--- config.mk ---
export PLATFORM = sky130hd
export DESIGN_NAME = pmg_guard
export DESIGN_NICKNAME = d
export VERILOG_FILES = /design/src/rtl/pmg_pkg.sv /design/src/rtl/pmg_store.sv /design/src/rtl/pmg_check.sv /design/src/rtl/pmg_capture.sv /design/src/rtl/pmg_guard.sv
export SDC_FILE = /design/constraint.sdc
export NUM_CORES = 2
export LEC_CHECK = 0
export ABC_CLOCK_PERIOD_IN_PS = 10500
export CAP_MARGIN = 40
export CORE_ASPECT_RATIO = 1.1
export CORE_MARGIN = 5
export CORE_UTILIZATION = 60
export DETAILED_ROUTE_END_ITERATION = 6
export HOLD_SLACK_MARGIN = 0.08
export PLACE_DENSITY_LB_ADDON = 0.25
export SETUP_SLACK_MARGIN = 0.15
export SYNTH_ARGS = -nofsm -noshare
export SYNTH_HDL_FRONTEND = slang
export SYNTH_SLANG_ARGS = --single-unit
--- constraint.sdc ---
create_clock -name clk_i -period 10.5 [get_ports clk_i]
set_clock_uncertainty 0.2 [all_clocks]
set_input_delay 2.1 -clock clk_i [delete_from_list [all_inputs] [get_ports clk_i]]
set_output_delay 2.1 -clock clk_i [all_outputs]
set_load 0.01 [all_outputs]
--- src/rtl/pmg_pkg.sv ---
package pmg_pkg;
  localparam int unsigned LANE_W = 8;
  localparam int unsigned LANES  = 4;
  localparam int unsigned DW     = LANE_W * LANES;

  localparam logic [2:0] OFF_STATUS = 3'd0;
  localparam logic [2:0] OFF_ADDR   = 3'd4;
  localparam logic [2:0] IRQ_LEVEL  = 3'd7;

  typedef struct packed {
    logic ien;
    logic test;
    logic chk;
  } ctrl_t;

  function automatic logic even_par(input logic [LANE_W-1:0] b);
    return ^b;
  endfunction
endpackage

--- src/rtl/pmg_store.sv ---
module pmg_store
  import pmg_pkg::*;
#(
  parameter int unsigned DEPTH = 64,
  parameter int unsigned AW    = 32
) (
  input  logic             clk_i,
  input  logic             rst_ni,
  input  logic             req_i,
  input  logic             we_i,
  input  logic [AW-1:0]    addr_i,
  input  logic [LANES-1:0] be_i,
  input  logic [DW-1:0]    wdata_i,
  input  logic             inv_par_i,
  output logic [DW-1:0]    rdata_o,
  output logic [LANES-1:0] rpar_o,
  output logic             rvalid_o,
  output logic [AW-1:0]    raddr_o
);
  localparam int unsigned IDX_W = $clog2(DEPTH);

  logic [IDX_W-1:0] idx;
  logic             rd_req;
  logic             rvalid_q;
  logic [AW-1:0]    raddr_q;

  assign idx    = addr_i[IDX_W+1:2];
  assign rd_req = req_i && !we_i;

  for (genvar g = 0; g < LANES; g++) begin : g_lane
    logic [LANE_W:0] ram [DEPTH];
    logic [LANE_W:0] rd_q;
    logic [LANE_W-1:0] wbyte;

    assign wbyte = wdata_i[g*LANE_W +: LANE_W];

    always_ff @(posedge clk_i) begin
      if (req_i && we_i && be_i[g]) begin
        ram[idx] <= {even_par(wbyte) ^ inv_par_i, wbyte};
      end
      if (rd_req) begin
        rd_q <= ram[idx];
      end
    end

    assign rdata_o[g*LANE_W +: LANE_W] = rd_q[LANE_W-1:0];
    assign rpar_o[g]                   = rd_q[LANE_W];
  end

  always_ff @(posedge clk_i or negedge rst_ni) begin
    if (!rst_ni) begin
      rvalid_q <= 1'b0;
      raddr_q  <= '0;
    end else begin
      rvalid_q <= rd_req;
      if (rd_req) raddr_q <= addr_i;
    end
  end

  assign rvalid_o = rvalid_q;
  assign raddr_o  = raddr_q;


  rd_valid_chk: assert property (@(posedge clk_i) disable iff (!rst_ni)
    (req_i && !we_i) |=> rvalid_o);

  no_valid_chk: assert property (@(posedge clk_i) disable iff (!rst_ni)
    !(req_i && !we_i) |=> !rvalid_o);
endmodule

--- src/rtl/pmg_check.sv ---
module pmg_check
  import pmg_pkg::*;
(
  input  logic [DW-1:0]    rdata_i,
  input  logic [LANES-1:0] rpar_i,
  input  logic             valid_i,
  input  logic             chk_en_i,
  output logic [LANES-1:0] lane_err_o
);
  for (genvar g = 0; g < LANES; g++) begin : g_lane
    // stored bit plus byte must hold an even count of ones
    assign lane_err_o[g] = valid_i && chk_en_i &&
                           (even_par(rdata_i[g*LANE_W +: LANE_W]) ^ rpar_i[g]);
  end
endmodule

--- src/rtl/pmg_capture.sv ---
module pmg_capture
  import pmg_pkg::*;
#(
  parameter int unsigned AW = 32
) (
  input  logic             clk_i,
  input  logic             rst_ni,
  input  logic             clr_i,
  input  ctrl_t            ctrl_i,
  input  logic [LANES-1:0] lane_err_i,
  input  logic [AW-1:0]    err_addr_i,
  output ctrl_t            ctrl_o,
  output logic [LANES-1:0] flags_o,
  output logic [AW-1:0]    addr_o,
  output logic             pend_o
);
  ctrl_t            ctrl_q;
  logic [LANES-1:0] flags_q;
  logic [AW-1:0]    addr_q;
  logic             pend_q;
  logic             new_err;
  logic             take;

  assign pend_q  = |flags_q;
  assign new_err = |lane_err_i;
  // clear is applied first, so a same-cycle error still lands
  assign take    = new_err && (!pend_q || clr_i);

  always_ff @(posedge clk_i or negedge rst_ni) begin
    if (!rst_ni) begin
      ctrl_q  <= '0;
      flags_q <= '0;
      addr_q  <= '0;
    end else begin
      if (clr_i) begin
        ctrl_q  <= ctrl_i;
        flags_q <= '0;
        addr_q  <= '0;
      end
      if (take) begin
        flags_q <= lane_err_i;
        addr_q  <= err_addr_i;
      end
    end
  end

  assign ctrl_o  = ctrl_q;
  assign flags_o = flags_q;
  assign addr_o  = addr_q;
  assign pend_o  = pend_q;


  freeze_chk: assert property (@(posedge clk_i) disable iff (!rst_ni)
    (pend_q && !clr_i) |=> ($stable(flags_q) && $stable(addr_q)));

  clear_chk: assert property (@(posedge clk_i) disable iff (!rst_ni)
    (clr_i && !new_err) |=> (flags_q == '0 && addr_q == '0 && ctrl_q == $past(ctrl_i)));

  clr_take_chk: assert property (@(posedge clk_i) disable iff (!rst_ni)
    (clr_i && new_err) |=> (flags_q == $past(lane_err_i) && addr_q == $past(err_addr_i)));

  chk_off_chk: assert property (@(posedge clk_i) disable iff (!rst_ni)
    (!ctrl_q.chk && !pend_q) |=> !pend_q);
endmodule

--- src/rtl/pmg_guard.sv ---
module pmg_guard
  import pmg_pkg::*;
#(
  parameter int unsigned DEPTH = 64,
  parameter int unsigned AW    = 32
) (
  input  logic             clk_i,
  input  logic             rst_ni,
  input  logic             mem_req_i,
  input  logic             mem_we_i,
  input  logic [AW-1:0]    mem_addr_i,
  input  logic [LANES-1:0] mem_be_i,
  input  logic [DW-1:0]    mem_wdata_i,
  output logic [DW-1:0]    mem_rdata_o,
  output logic             mem_rvalid_o,
  input  logic             reg_wr_i,
  input  logic [2:0]       reg_addr_i,
  input  logic [7:0]       reg_wdata_i,
  output logic [AW-1:0]    reg_rdata_o,
  output logic             irq_o,
  output logic [2:0]       irq_lvl_o
);
  localparam int unsigned ST_W = 8;

  ctrl_t            ctrl;
  ctrl_t            ctrl_wr;
  logic [LANES-1:0] rpar;
  logic [LANES-1:0] lane_err;
  logic [LANES-1:0] flags;
  logic [AW-1:0]    raddr;
  logic [AW-1:0]    cap_addr;
  logic             pend;
  logic             clr;
  logic [ST_W-1:0]  status;
  logic             unused_wdata;

  assign clr          = reg_wr_i && (reg_addr_i == OFF_STATUS);
  assign ctrl_wr      = '{ien: reg_wdata_i[6], test: reg_wdata_i[5], chk: reg_wdata_i[4]};
  assign unused_wdata = ^{reg_wdata_i[7], reg_wdata_i[3:0]};

  pmg_store #(.DEPTH(DEPTH), .AW(AW)) u_store (
    .clk_i     (clk_i),
    .rst_ni    (rst_ni),
    .req_i     (mem_req_i),
    .we_i      (mem_we_i),
    .addr_i    (mem_addr_i),
    .be_i      (mem_be_i),
    .wdata_i   (mem_wdata_i),
    .inv_par_i (ctrl.test),
    .rdata_o   (mem_rdata_o),
    .rpar_o    (rpar),
    .rvalid_o  (mem_rvalid_o),
    .raddr_o   (raddr)
  );

  pmg_check u_check (
    .rdata_i    (mem_rdata_o),
    .rpar_i     (rpar),
    .valid_i    (mem_rvalid_o),
    .chk_en_i   (ctrl.chk),
    .lane_err_o (lane_err)
  );

  pmg_capture #(.AW(AW)) u_capture (
    .clk_i      (clk_i),
    .rst_ni     (rst_ni),
    .clr_i      (clr),
    .ctrl_i     (ctrl_wr),
    .lane_err_i (lane_err),
    .err_addr_i (raddr),
    .ctrl_o     (ctrl),
    .flags_o    (flags),
    .addr_o     (cap_addr),
    .pend_o     (pend)
  );

  assign status = {pend, ctrl.ien, ctrl.test, ctrl.chk, flags};

  always_comb begin
    case (reg_addr_i)
      OFF_STATUS: reg_rdata_o = {{(AW-ST_W){1'b0}}, status};
      OFF_ADDR:   reg_rdata_o = cap_addr;
      default:    reg_rdata_o = '0;
    endcase
  end

  assign irq_o     = ctrl.ien && pend;
  assign irq_lvl_o = irq_o ? IRQ_LEVEL : 3'd0;


  irq_gate_chk: assert property (@(posedge clk_i) disable iff (!rst_ni)
    $rose(irq_o) |-> (reg_rdata_o == cap_addr || reg_addr_i != OFF_ADDR) && irq_lvl_o == 3'd7);
endmodule

---- After elaboration in Yosys (flattened, before gate mapping) ----
Memories as Yosys holds them, arrays and structs flattened. A register that Yosys moved wholly into a read port is not among the register bits.
Index checks and enable logic that the tools add are counted.
cells by class
  bitwise operators ....................... 8
  reductions and logical operators ........ 29
  equal/unequal tests ..................... 1
  multiplexer cells ....................... 14
operator list
  operator                                number
  32-bit 2-to-1 mux                       2
  32-bit one-hot mux with 2 select lines  1
  8-bit XOR reduction                     8
  1-bit logical AND                       14
  1-bit 2-to-1 mux                        8
  4-bit 2-to-1 mux                        2
  4-bit OR reduction                      2
  1-bit XOR                               8
  3-bit == test, second input constant    1
  3-bit zero test                         1
  3-bit 2-to-1 mux                        1
  1-bit zero test                         2
  2-bit nonzero test                      1
  1-bit logical OR                        1
word-level totals
  word-level logic and storage cells ...... 63
  bits in registers ....................... 72
  bits in writable memories ............... 2304
  output and inout port bits .............. 69
  bits of input ports ..................... 84
  memories kept ........................... 4
memories
  memory                 words  width  rd ports  clocked after memory_dff  wr ports  RTL line         source
  u_store.g_lane[0].ram  64     9      1         1                         1         pmg_store.sv:31  logic [LANE_W:0] ram [DEPTH];
  u_store.g_lane[1].ram  64     9      1         1                         1         pmg_store.sv:31
  u_store.g_lane[2].ram  64     9      1         1                         1         pmg_store.sv:31
  u_store.g_lane[3].ram  64     9      1         1                         1         pmg_store.sv:31

---- Logic depth before layout (Yosys ltp) ----
  depth in word-level cells ............... 6
  gate-level depth with buffers ........... 12
  depth with buffers taken out ............ 6

---- By module ----
Synthesis repeated with hierarchy kept, for this count alone.
second synthesis, totals
  cell total of the unflattened synthesis .. 5450
  area, all modules ....................... 93499.7 um^2
modules (own cells, without submodules)
  module       instances  cells an instance  seq. area each (um^2)  area an instance (um^2)
  pmg_store    1          5262               71093.2                91297.6
  pmg_capture  1          102                975.9                  1480.2
  pmg_check    1          34                 0.0                    375.4
  pmg_guard    1          52                 0.0                    346.6

---- Worst setup path before layout ----
OpenSTA, ideal clock, no wires.
  path type ............................... input-to-output
  start point ............................. input reg_addr_i[2]
  end point ............................... output reg_rdata_o[10]
  stages .................................. 5
  slack ................................... 5.001 ns
  required time ........................... 8.200 ns
  arrival time ............................ 3.199 ns
  buffers on the path ..................... 2
  cell sequence ........................... clkbuf_1 > inv_1 > nor2_1 > clkbuf_1 > and2_1
on the way
  cells in the longest elaborated chain, start to end .. 2
  elaborated cells between the ends (all ways) .. 3
  classes of those cells .................. eq/ne: 1; mux: 1; reduce/logical: 1
RTL lines
  element                                           RTL line         source
  start, declared                                   pmg_guard.sv:17  input logic [2:0] reg_addr_i,
  3-bit == test or 3-bit zero test (tied branches)  pmg_guard.sv:80  case (reg_addr_i)
  32-bit one-hot mux with 2 select lines *          pmg_guard.sv:80
  end, declared                                     pmg_guard.sv:19  output logic [AW-1:0] reg_rdata_o,
Mark *: on every way between the ends. The rest lies on a longest branch, timed or not.

---- Final worst setup path ----
  start point ............................. input reg_addr_i[2]
  end point ............................... output reg_rdata_o[22]
Same word-level chain as after synthesis.

==> reports/summary.txt <==
gr usage total - 34.33%
worst-path cell with the longest stage delay - clkdlybuf4s50_1
status - finished with violations
slowest stage delay, CP - 0.78 ns
Syn Inst Count - 5223
DR vias/cell - 7.088
min Tclk post-route - 6.391 ns
setup tns final - 0 ns
RSZ-0062 raised after global routing - no
layout cells sized above 1 - 19.62%
combinational power share - 7.6%
Post-CTS Setup Bufs - 0
register area share after synthesis - 76.64%
Max clock buf depth - 3
Post-CTS Hold Buffers - 0
peak supply drop - 0.0001697 V
DRC - 7
syn nets - 5307
CTS tree - built
Internal - 15570 µW
Pwr per Cell Area - 188.8 nW/µm²
Post-DP Area - 99630 µm²
Setup WS post-layout - 4.109 ns
row cnt - 152
smallest hold slack - 0.2786 ns
initial antenna violation count - 17
number of synthesized flops with an enable pin - 2340
NumNets Final - 5713
Fmax - 156.5 MHz
Initial DRC Count - 9677
leading cell type in the layout, fill and taps excluded - edfxtp_1
total number of vias - 56012
Final GP Congestion - 0.8780
CP dominant cell by count - clkdlybuf4s50_1
Period Utilization, post-route - 60.87%
Crit Path Class - in -> out
register bit count reported by yosys - 2412
Async SR Flop Fraction - 2.985%
ys flop type - edfxtp_1
crit end category - primary output
synthesized area - 94040 µm²
clock share of power - 38.1%
Starting Density - 60.30%
first-pass GRT wire length - 399900 µm
CTS root buffer - clkbuf_16
leakage - 0.03456 µW
largest net degree at the start of global routing - 116
Clock Latency Late Sink - 0.88 ns
num ports - 153
Fillers - 9816
max cap viols - 0
Yosys warnings - 0
H-tree depth - 4
Hold Crit Class - reg -> reg
DR pass1 iterations - 7
Crit Path Max Fanout - 23
share of power burned in registers - 54.3%
Worst Setup Slack post-DPL - 3.537 ns
Clock Sinks - 2412
most frequent cells in the layout - 2340 x edfxtp_1, 431 x nor2_1, 355 x buf_4
violated checks - design-rule violations
net switching power - 4532 µW
vias in the first global route - 53802
final instance area - 106500 µm²
die area - 164800 µm²
Setup violations, final - 0
detailed placement HPWL - 171000 µm
Syn Area/Cell - 18.00 µm²
cell breakdown of the critical path - clkdlybuf4s50_1, inv_1, nor2_1, buf_4, and2_1, clkdlybuf4s50_1
die height - 425.2 µm
Worst EP required - 8.20 ns
TritonCTS Buffers - 220
Area Overhead vs Synth - 13.21%
Netlist cell types - 73
worst path arrival time - 4.09 ns
gr ovfl total - 0
wire per inst - 36.11 µm
core region area - 156000 µm²
post-cts resize count - 0
Rel. slew slack - 32.62%
Worst Setup Start Kind - input pin
final hold violation count - 0
switching share of total power - 22.55%
clock-pin slew on the worst setup and hold paths - 0.06 ns
Worst-Margin Slew - 1.011 ns
chip width - 387.5 µm
count of final max-slew check failures - 0
WL final - 285300 µm
Detail Route Antenna Nets - 0
PortBufs - 147
==> cells in the mapped netlist, drive strengths merged, types with 29 or more instances <==
| cell | number | area (µm²) |
|---|---|---|
| edfxtp | 2340 | 70270 |
| buf | 247 | 1504 |
| nand2 | 240 | 903.4 |
| a22o | 29 | 254.0 |
| a21oi | 97 | 485.5 |
| o22ai | 101 | 631.9 |
| mux2 | 183 | 2072 |
| a22oi | 148 | 1111 |
| and2 | 31 | 196.4 |
| o21ai | 144 | 720.7 |
| mux2i | 237 | 2372 |
| a221oi | 297 | 2651 |
| dfrtp | 72 | 1802 |
| xnor2 | 32 | 280.3 |
| nor2 | 438 | 1649 |
| clkbuf | 119 | 447.9 |
| a221o | 38 | 380.4 |
| mux4 | 192 | 4324 |
==> kinds of logic after synthesis <==
group                     after synthesis  synth area share (%)
and+or+nand+nor                       801                 3.590
buffers and inverters                 370                 2.092
DFF                                  2412                 76.64
muxes                                 612                 9.324
xor gates and xnor gates               52                0.6067
AOI/OAI and AO/OA                     976                 7.748
==> metal layers <==
layer  part of all wire, %  GRT usage, %  vias to the layer above
li1                      -             -                    22023
met1                    33         45.11                    27882
met2                    45         51.39                     5106
met3                    15         10.23                      991
met4                   7.4         20.56                       10
met5                 0.026        0.2346                        -
==> state kept, by name, indices dropped and copies added, names as in the netlist <==
register             cells
u_store.g_lane.ram    2304
u_capture.addr_o        32
u_capture.flags_o        4
u_capture.ctrl_o         3
u_store.rvalid_o         1
u_store.raddr_o         32
u_store.g_lane.rd_q     36
==> power by group through the flow <==
stage,clock (µW),combinational [µW],sequential [µW]
finish,7650,1540,10900
global route,8090,1600,10900
CTS,7660,1500,10900
detailed placement,0,1500,11100
global placement,0,1430,11100
floorplan,0,789,11100
==> area by class of cell <==
class / instances / area [µm²] / share of cell area [%]
Multi-Input combinational cell: 2441 / 20210 / 18.99
Clock buffer: 285 / 5898 / 5.540
Inverter: 4 / 30.03 / 0.02821
Timing Repair Buffer: 550 / 4738 / 4.451
Clock inverter: 114 / 867.1 / 0.8145
Sequential cell: 2412 / 72070 / 67.70
Antenna cell: 17 / 42.54 / 0.03996
Tap cell: 2079 / 2601 / 2.443
==> final timing paths <==
path	slack [ns]	end	cells after the start	startpoint
worst max-delay path	4.11	reg_rdata_o[22]	6	reg_addr_i[2]
worst min register to register	0.28	u_capture.addr_o[28]	2	u_store.raddr_o[28]
max in group asynchronous	8.58	u_capture.addr_o[5]	3	rst_ni
min in group asynchronous	0.98	u_capture.addr_o[16]	2	rst_ni
worst max register to register	7.41	u_capture.addr_o[8]	8	u_store.g_lane[1].rd_q[4]
worst min-delay path	0.28	u_capture.addr_o[28]	2	u_store.raddr_o[28]
==> metrics by stage <==
| step | instances | power (µW) | util [%] |
|---|---|---|---|
| floorplan | 5223 | 11900 | - |
| global placement | 7211 | 12540 | 62.36 |
| detailed placement | 7484 | 12610 | 63.88 |
| CTS | 7883 | 20080 | 68.22 |
| global route | 7889 | 20620 | 68.24 |
| finish | 7902 | 20100 | 68.26 |
==> worst max-delay path, delay by kind of cell <==
kind / cells / cell delay, ns
AND/OR/NAND/NOR: 2 / 0.33
buffers and inverters: 4 / 1.64
Note: power is estimated with default switching activity, not from simulation.
